==> config.mk <==
export PLATFORM = sky130hd
export DESIGN_NAME = sirq_status_top
export DESIGN_NICKNAME = d
export VERILOG_FILES = /design/src/rtl/sirq_pkg.sv /design/src/rtl/sirq_evt_latch.sv /design/src/rtl/sirq_regbank.sv /design/src/rtl/sirq_irq_gen.sv /design/src/rtl/sirq_status_top.sv
export SDC_FILE = /design/constraint.sdc
export NUM_CORES = 1
export LEC_CHECK = 0
export ABC_AREA = 1
export BUFFER_PORTS_ARGS = -buffer_cell sky130_fd_sc_hd__buf_2
export CAP_MARGIN = 25
export CELL_PAD_IN_SITES_DETAIL_PLACEMENT = 0
export CELL_PAD_IN_SITES_GLOBAL_PLACEMENT = 1
export CORE_AREA = 5 5 105 107
export CTS_CLUSTER_SIZE = 40
export DETAILED_ROUTE_END_ITERATION = 8
export DIE_AREA = 0 0 110 112
export PLACE_DENSITY_LB_ADDON = 0.1
export SLEW_MARGIN = 5
export SYNTH_ARGS = -nofsm -noshare
export SYNTH_HDL_FRONTEND = slang
export SYNTH_SLANG_ARGS = --single-unit
export TNS_END_PERCENT = 50
==> constraint.sdc <==
create_clock -name clk -period 1.03 [get_ports clk]
set_input_delay 0.103 -clock clk [delete_from_list [all_inputs] [get_ports clk]]
set_output_delay 0.103 -clock clk [all_outputs]
set_load 0.01 [all_outputs]
==> src/rtl/sirq_pkg.sv <==
package sirq_pkg;
  localparam int EVT_W  = 11;
  localparam int LVL_W  = 11;
  localparam int STAT_W = EVT_W + LVL_W;
  localparam int REG_W  = 32;
  localparam int ADDR_W = 3;
  localparam int N_IRQ  = 2;
  // bit 9 of the event field is reserved
  localparam logic [EVT_W-1:0] EVT_VALID = 11'b101_1111_1111;

  typedef enum logic [ADDR_W-1:0] {
    A_STAT  = 3'd0,
    A_CLR   = 3'd1,
    A_MASK0 = 3'd2,
    A_MASK1 = 3'd3
  } reg_addr_e;
endpackage

==> src/rtl/sirq_evt_latch.sv <==
module sirq_evt_latch #(
  parameter int W = 11,
  parameter logic [W-1:0] VALID = '1
) (
  input  logic         clk,
  input  logic         rst_n,
  input  logic [W-1:0] set_i,
  input  logic         clr_en_i,
  input  logic [W-1:0] clr_val_i,
  output logic [W-1:0] q_o
);
  logic [W-1:0] clr_bits;
  logic [W-1:0] nxt;

  always_comb begin
    clr_bits = clr_en_i ? clr_val_i : '0;
    // set takes priority over a simultaneous clear
    nxt = ((q_o & ~clr_bits) | set_i) & VALID;
  end

  always_ff @(posedge clk or negedge rst_n) begin
    if (!rst_n) q_o <= '0;
    else        q_o <= nxt;
  end
endmodule

==> src/rtl/sirq_regbank.sv <==
module sirq_regbank #(
  parameter int REG_W  = 32,
  parameter int ADDR_W = 3,
  parameter int STAT_W = 22,
  parameter int N_MASK = 2,
  parameter int CLR_ADDR  = 1,
  parameter int STAT_ADDR = 0,
  parameter int MASK_BASE = 2
) (
  input  logic                         clk,
  input  logic                         rst_n,
  input  logic                         wr_i,
  input  logic [ADDR_W-1:0]            addr_i,
  input  logic [REG_W-1:0]             wdata_i,
  input  logic [STAT_W-1:0]            stat_i,
  output logic [REG_W-1:0]             rdata_o,
  output logic                         clr_en_o,
  output logic [REG_W-1:0]             clr_val_o,
  output logic [N_MASK-1:0][REG_W-1:0] mask_o
);
  logic [N_MASK-1:0] hit;

  for (genvar k = 0; k < N_MASK; k++) begin : g_mask
    assign hit[k] = (addr_i == ADDR_W'(MASK_BASE + k));
    always_ff @(posedge clk or negedge rst_n) begin
      if (!rst_n)             mask_o[k] <= '0;
      else if (wr_i && hit[k]) mask_o[k] <= wdata_i;
    end
  end

  assign clr_en_o  = wr_i && (addr_i == ADDR_W'(CLR_ADDR));
  assign clr_val_o = wdata_i;

  always_comb begin
    rdata_o = '0;
    if (addr_i == ADDR_W'(STAT_ADDR)) rdata_o = REG_W'(stat_i);
    for (int k = 0; k < N_MASK; k++)
      if (hit[k]) rdata_o = mask_o[k];
  end
endmodule

==> src/rtl/sirq_irq_gen.sv <==
module sirq_irq_gen #(
  parameter int N      = 2,
  parameter int STAT_W = 22,
  parameter int REG_W  = 32
) (
  input  logic                    clk,
  input  logic                    rst_n,
  input  logic [STAT_W-1:0]       stat_i,
  input  logic [N-1:0][REG_W-1:0] mask_i,
  output logic [N-1:0]            irq_o
);
  for (genvar k = 0; k < N; k++) begin : g_line
    logic any_hit;
    assign any_hit = |(stat_i & mask_i[k][STAT_W-1:0]);
    always_ff @(posedge clk or negedge rst_n) begin
      if (!rst_n) irq_o[k] <= 1'b0;
      else        irq_o[k] <= any_hit;
    end
  end
endmodule

==> src/rtl/sirq_status_top.sv <==
module sirq_status_top
  import sirq_pkg::*;
#(
  parameter int EW = EVT_W,
  parameter int LW = LVL_W,
  parameter int RW = REG_W,
  parameter int AW = ADDR_W,
  parameter logic [EW-1:0] EV_VALID = EVT_VALID
) (
  input  logic          clk,
  input  logic          rst_n,
  input  logic [EW-1:0] evt_pulse,
  input  logic [LW-1:0] lvl_flags,
  input  logic          reg_wr,
  input  logic [AW-1:0] reg_addr,
  input  logic [RW-1:0] reg_wdata,
  output logic [RW-1:0] reg_rdata,
  output logic          irq_a,
  output logic          irq_b
);
  localparam int SW = EW + LW;
  localparam int NI = N_IRQ;

  logic [EW-1:0]         evt_q;
  logic [SW-1:0]         stat_word;
  logic                  clr_en;
  logic [RW-1:0]         clr_val;
  logic [NI-1:0][RW-1:0] mask_w;
  logic [NI-1:0]         irq_w;

  sirq_evt_latch #(.W(EW), .VALID(EV_VALID)) u_evt (
    .clk(clk), .rst_n(rst_n), .set_i(evt_pulse),
    .clr_en_i(clr_en), .clr_val_i(clr_val[EW-1:0]), .q_o(evt_q)
  );

  assign stat_word = {lvl_flags, evt_q};

  sirq_regbank #(
    .REG_W(RW), .ADDR_W(AW), .STAT_W(SW), .N_MASK(NI),
    .CLR_ADDR(int'(A_CLR)), .STAT_ADDR(int'(A_STAT)), .MASK_BASE(int'(A_MASK0))
  ) u_regs (
    .clk(clk), .rst_n(rst_n), .wr_i(reg_wr), .addr_i(reg_addr),
    .wdata_i(reg_wdata), .stat_i(stat_word), .rdata_o(reg_rdata),
    .clr_en_o(clr_en), .clr_val_o(clr_val), .mask_o(mask_w)
  );

  sirq_irq_gen #(.N(NI), .STAT_W(SW), .REG_W(RW)) u_irq (
    .clk(clk), .rst_n(rst_n), .stat_i(stat_word), .mask_i(mask_w), .irq_o(irq_w)
  );

  assign irq_a = irq_w[0];
  assign irq_b = irq_w[1];
endmodule

Word-level counts from Yosys, hierarchy flattened
Index checks and enable logic that the tools add are counted.
- register bits: 76
- latch bits: 0
- bits in writable memories: 0
- ROM bits: 0
- input port bits: 60
- output and inout bits: 34
- word-level logic and storage cells: 23
- memories: 0
- $add $sub $neg: 0
- $mul: 0
- divide/modulo/power cells: 0
- magnitude comparators: 0
- equal/unequal tests: 3
- shift-type cells: 0
- muxes and demuxes: 4
- bitwise logic cells: 5
- reductions and logical operators: 6
- operators with widths (operator ; number):
    $mux W32 ; 2
    $and A22 B22 Y22 ; 2
    $reduce_or A22 Y1 ; 2
    $mux W22 ; 1
    $and A11 B11 Y11 ; 1
    $mux W11 ; 1
    $not A11 Y11 ; 1
    $or A11 B11 Y11 ; 1
    $eq A3 B2 Y1 const B ; 2
    $eq A3 B1 Y1 const B ; 1
    $logic_and A1 B1 Y1 ; 3
    $logic_not A3 Y1 ; 1

Logic depth before layout (Yosys ltp)
- depth after elaboration: 6
- depth in mapped cells: 7

Modules after synthesis
Synthesis repeated with hierarchy kept, for this count alone.
- cells, all modules: 595
- area total of the unflattened synthesis: 4331.7 um^2
- modules (own cells, without submodules) (module ; times used ; cells each ; area each (um^2) ; sequential area each (um^2)):
    sirq_regbank ; 1 ; 458 ; 3540.9 ; 1601.5
    sirq_evt_latch ; 1 ; 53 ; 422.9 ; 250.2
    sirq_irq_gen ; 1 ; 84 ; 367.9 ; 50.0

Least setup slack after synthesis
Ideal clock, no wire load.
- path kind: input port to output port
- start: in reg_addr[1]
- end: out reg_rdata[10]
- data arrival time: 819 ps
- data required time: 927 ps
- slack: 108 ps
- stages on the path: 4
- path buffers: 1
- path through: nor3_1 clkbuf_1 nand2_1 nand3_1
- word-level cells in the longest chain between the ends: 4
- elaborated cells between the ends (all ways): 6
- ends and longest elaborated chain (item ; RTL line ; text):
    from (decl) ; sirq_status_top.sv:15 ; input logic [AW-1:0] reg_addr,
    $logic_not A3 Y1 ; sirq_regbank.sv:36 ; if (addr_i == ADDR_W'(STAT_ADDR)) rdata_o = REG_W'(stat_i);
    $mux W22 ; sirq_regbank.sv:36 ;
    $mux W32 ; sirq_regbank.sv:38 ; if (hit[k]) rdata_o = mask_o[k];
    $mux W32 (*) ; sirq_regbank.sv:38 ;
    to (decl) ; sirq_status_top.sv:17 ; output logic [RW-1:0] reg_rdata,
Every way passes the cells marked *; elsewhere a longest branch is shown, timed or not.

Worst setup path after layout
- start: reg u_regs.mask_o[8] in the netlist's numbering
- end: out reg_rdata[8]
- word-level cells in the longest chain between the ends: 2
- ends and longest elaborated chain (item ; RTL line ; text):
    from (decl) ; sirq_regbank.sv:19 ; output logic [N_MASK-1:0][REG_W-1:0] mask_o
    from (signal, indexed assignment) ; sirq_regbank.sv:27 ; else if (wr_i && hit[k]) mask_o[k] <= wdata_i;
    $mux W32 (2 in a row) ; sirq_regbank.sv:38 ;
No other way between the ends.

==> metrics.md <==
| Metric | Value |
|---|---|
| Status | complete, but fails checks |
| Failing checks | setup timing |
| Worst Hold Class | primary input to flip-flop |
| DRT antenna net count | 0 |
| Fill count | roughly 1000 |
| Worst skew pair latency | between 300 and 400 ps |
| Commonest non-fill, non-tap cell in the layout | nand2_1 |
| DP HPWL | roughly 7300 um |
| Critical path class | flip-flop to output port |
| # setup viols final | 34 |
| CTS sink cnt | 76 |
| Sequential share of power | 46.2% |
| Number of buffers created by CTS | 9 |
| Diode count | 0 |
| Gate Count Post-Synth | approximately 470 |
| Die height | 112 um |
| Worst setup SP type | flip-flop |
| DRC viols | 0 |
| Inst Count DP | ~700 |
| Combinational power share | between 20 and 25% |
| Synthesis-to-layout area growth | 38.82% |
| Crit path required time | 930 ps |
| CTS H-tree depth | 3 |
| Syn avg cell area | between 8 and 9 um2 |
| Buf+Inv Stages, Crit Path | 2 |
| Pre-CTS WS | -125.5 ps |
| Core Region | ~10000 um2 |
| TritonCTS clock tree | built |
| Post-DP Area | between 4000 and 5000 um2 |
| Switch share | between 20 and 30% |
| WL per Instance | approximately 13 um |
| Initial Utilization | between 30% and 40% |
| Clock slew at reported path FFs | around 90 ps |
| P_int | between 5000 and 6000 uW |
| # rows | 37 |
| Total gr overflow | 0 |
| Peak supply drop | around 0.71 mV |
| #FFs+latches synth | 76 |
| Top Ports | 94 |
| Design area | 5249 um2 |
| Mapped Area | about 3800 um2 |
| Worst-path maximum fanout | 2 |
| MaxCap Viol Count | 0 |
| Multi-input gate area | 1623 um2 |
| Tot Pwr | 8227 uW |
| Post-Route Skew | 11.90 ps |
| NetSw | around 2400 uW |
| CTS Buffer Depth | 2 |
| Total number of vias | between 3000 and 4000 |
| Minimum clock period | approximately 1200 ps |
| FF-to-FF setup slack | -100 ps |
| Share of cells above drive strength 1 | between 30 and 40% |
| Final setup margin | -190.2 ps |
| Routed WL | between 10000 and 15000 um |
| Worst slew margin | between 80% and 90% |
| Largest stage delay, worst path | about 400 ps |
| Setup TNS | -4249 ps |
| Non-Filler Instances | about 760 |
| Die area | 12320 um2 |
| GP Congestion | approximately 0.81 |
| Count of unique library cells instantiated by Yosys | 19 |
| Fin crit share | 118.5% |
| Worst path slowest cell | dfrtp_1 |
| Crit path top cell by count | buf_6 |
| Nets | ~680 |
| Critical Path Sink Type | output port |
| Pwr dens | 1567 nW/um2 |
| Initial antenna violation count | 0 |
| Worst path cell trace | buf_6 > nand2_2 > nand3_2 > buf_6 |
| Final Max Slew Viols | 0 |
| Final Hold Viols | 0 |
| Clk root buf | clkbuf_8 |
| FF+latch area | about 1900 um2 |
| Drt pass-1 iters | 5 |
| Worst slew pin tran | between 200 and 250 ps |
| Vias per cell | roughly 4.6 |
| Yosys warnings | 0 |
| Delay-heaviest family, CP | flip-flops |
| Leakage | roughly 0.0028 uW |
| Largest net degree at the start of global routing | 39 |
| Most frequent cells in the layout | nand2_1 (193), buf_2 (84), dfrtp_1 (76), inv_1 (47), buf_4 (34) |
| Worst EP arrival | about 1100 ps |
| Clk network pwr share | 30.9% |
| Port bufs | 92 |
| RSZ-0062 raised after global routing | true |
| Global Route Usage Sum | 17.71% |
| Global-route wire length before repair | roughly 17000 um |
| Syn Nets | 531 |
| Horiz. Die Dim | ~110 um |
| Post-synthesis sequential area ratio | roughly 50% |
| Fmax | between 800 and 900 MHz |
| Vias in the first global route | roughly 3500 |
| DRT iter0 DRCs | around 130 |
## stage by stage
step / hold slack (ps) / utilization [%]
floorplan: -192.6 / -
global placement: -30.01 / 44.96
detailed placement: -31.75 / 44.96
CTS: 1.597 / 50.58
global route: 9.080 / 52.25
finish: 18.48 / 52.25
## timing repair
item / 4_1_cts / 5_1_grt
setup endpoints to repair: 33 / 34
gates resized for setup: 9 / 18
hold buffers: 22 / 2
buffers inserted: 11 / 10
hold endpoints to repair: 98 / 2
pin swaps: 61 / 20
## path summary, 6_finish.rpt
path | startpoint | endpoint | cells past startpoint
max | u_regs.mask_o[8] | reg_rdata[8] | 4
min | reg_wdata[7] | u_regs.mask_o[39] | 3
max reg2reg | u_regs.mask_o[20] | u_irq.irq_o[0] | 7
min reg2reg | u_regs.mask_o[61] | u_regs.mask_o[61] | 2
max in group asynchronous | rst_n | u_regs.mask_o[0] | 3
min in group asynchronous | rst_n | u_evt.q_o[5] | 2
## state kept, by name, indices dropped and copies added, names as in the netlist
signal	flops
u_evt.q_o	10
u_irq.irq_o	2
u_regs.mask_o	64
## synthesized netlist by cell type
library cell,instances,share of area [%]
nand3_1,24,3.2
nand2_2,1,0.17
nand4_1,2,0.33
buf_4,3,0.60
o21ai_2,32,7.4
inv_1,47,4.7
nor2_4,2,0.60
nor3_1,1,0.13
o21ai_1,32,4.2
buf_6,6,1.8
nand2_4,1,0.30
a22o_1,11,2.5
o21ai_0,10,1.3
dfrtp_1,76,50
buf_1,1,0.099
nor2_1,13,1.3
clkbuf_1,1,0.099
nand2_1,199,20
buf_2,9,1.2
## area by class of cell
cell class	instances	share of cell area [%]
inverters	47	3.361
flip-flops and latches	76	36.23
clock buffers	12	2.765
repair buffers	159	22.10
well taps	136	3.242
clock inverters	4	1.383
multi-input cells	328	30.92
## cell families (layout without fill, tap and decap cells)
kind of cell / Yosys count / after routing / share of synthesized area, %
and+or+nand+nor: 243 / 243 / 25.74
AOI/OAI and AO/OA: 85 / 85 / 15.52
DFF: 76 / 76 / 50.30
buffers and inverters: 67 / 222 / 8.438
## power by group through the flow
stage / combinational, uW / clock [uW] / sequential (uW)
floorplan: 1010 / 0 / 3770
global placement: 1540 / 0 / 3870
detailed placement: 1570 / 0 / 3870
CTS: 1770 / 2600 / 3800
global route: 2140 / 2760 / 3870
finish: 1880 / 2540 / 3800
## worst register-to-register path: stages, from the launching register on
cell	delay, ps
dfrtp_1	390
buf_4	140
nand2_1	50
nand2_1	60
nor2_1	120
nand2_1	70
nor2_2	120
nand2_1	60
## layer usage
| layer | vias up | GRT usage, % | wire [um] |
|---|---|---|---|
| met5 | - | 0 | 0 |
| met4 | 0 | 4.489 | 92 |
| met3 | 7 | 5.159 | 564 |
| met2 | 79 | 27.02 | 4589 |
| met1 | 1607 | 24.61 | 4926 |
| li1 | 1787 | - | - |
Power figures use the tool's default switching activity.
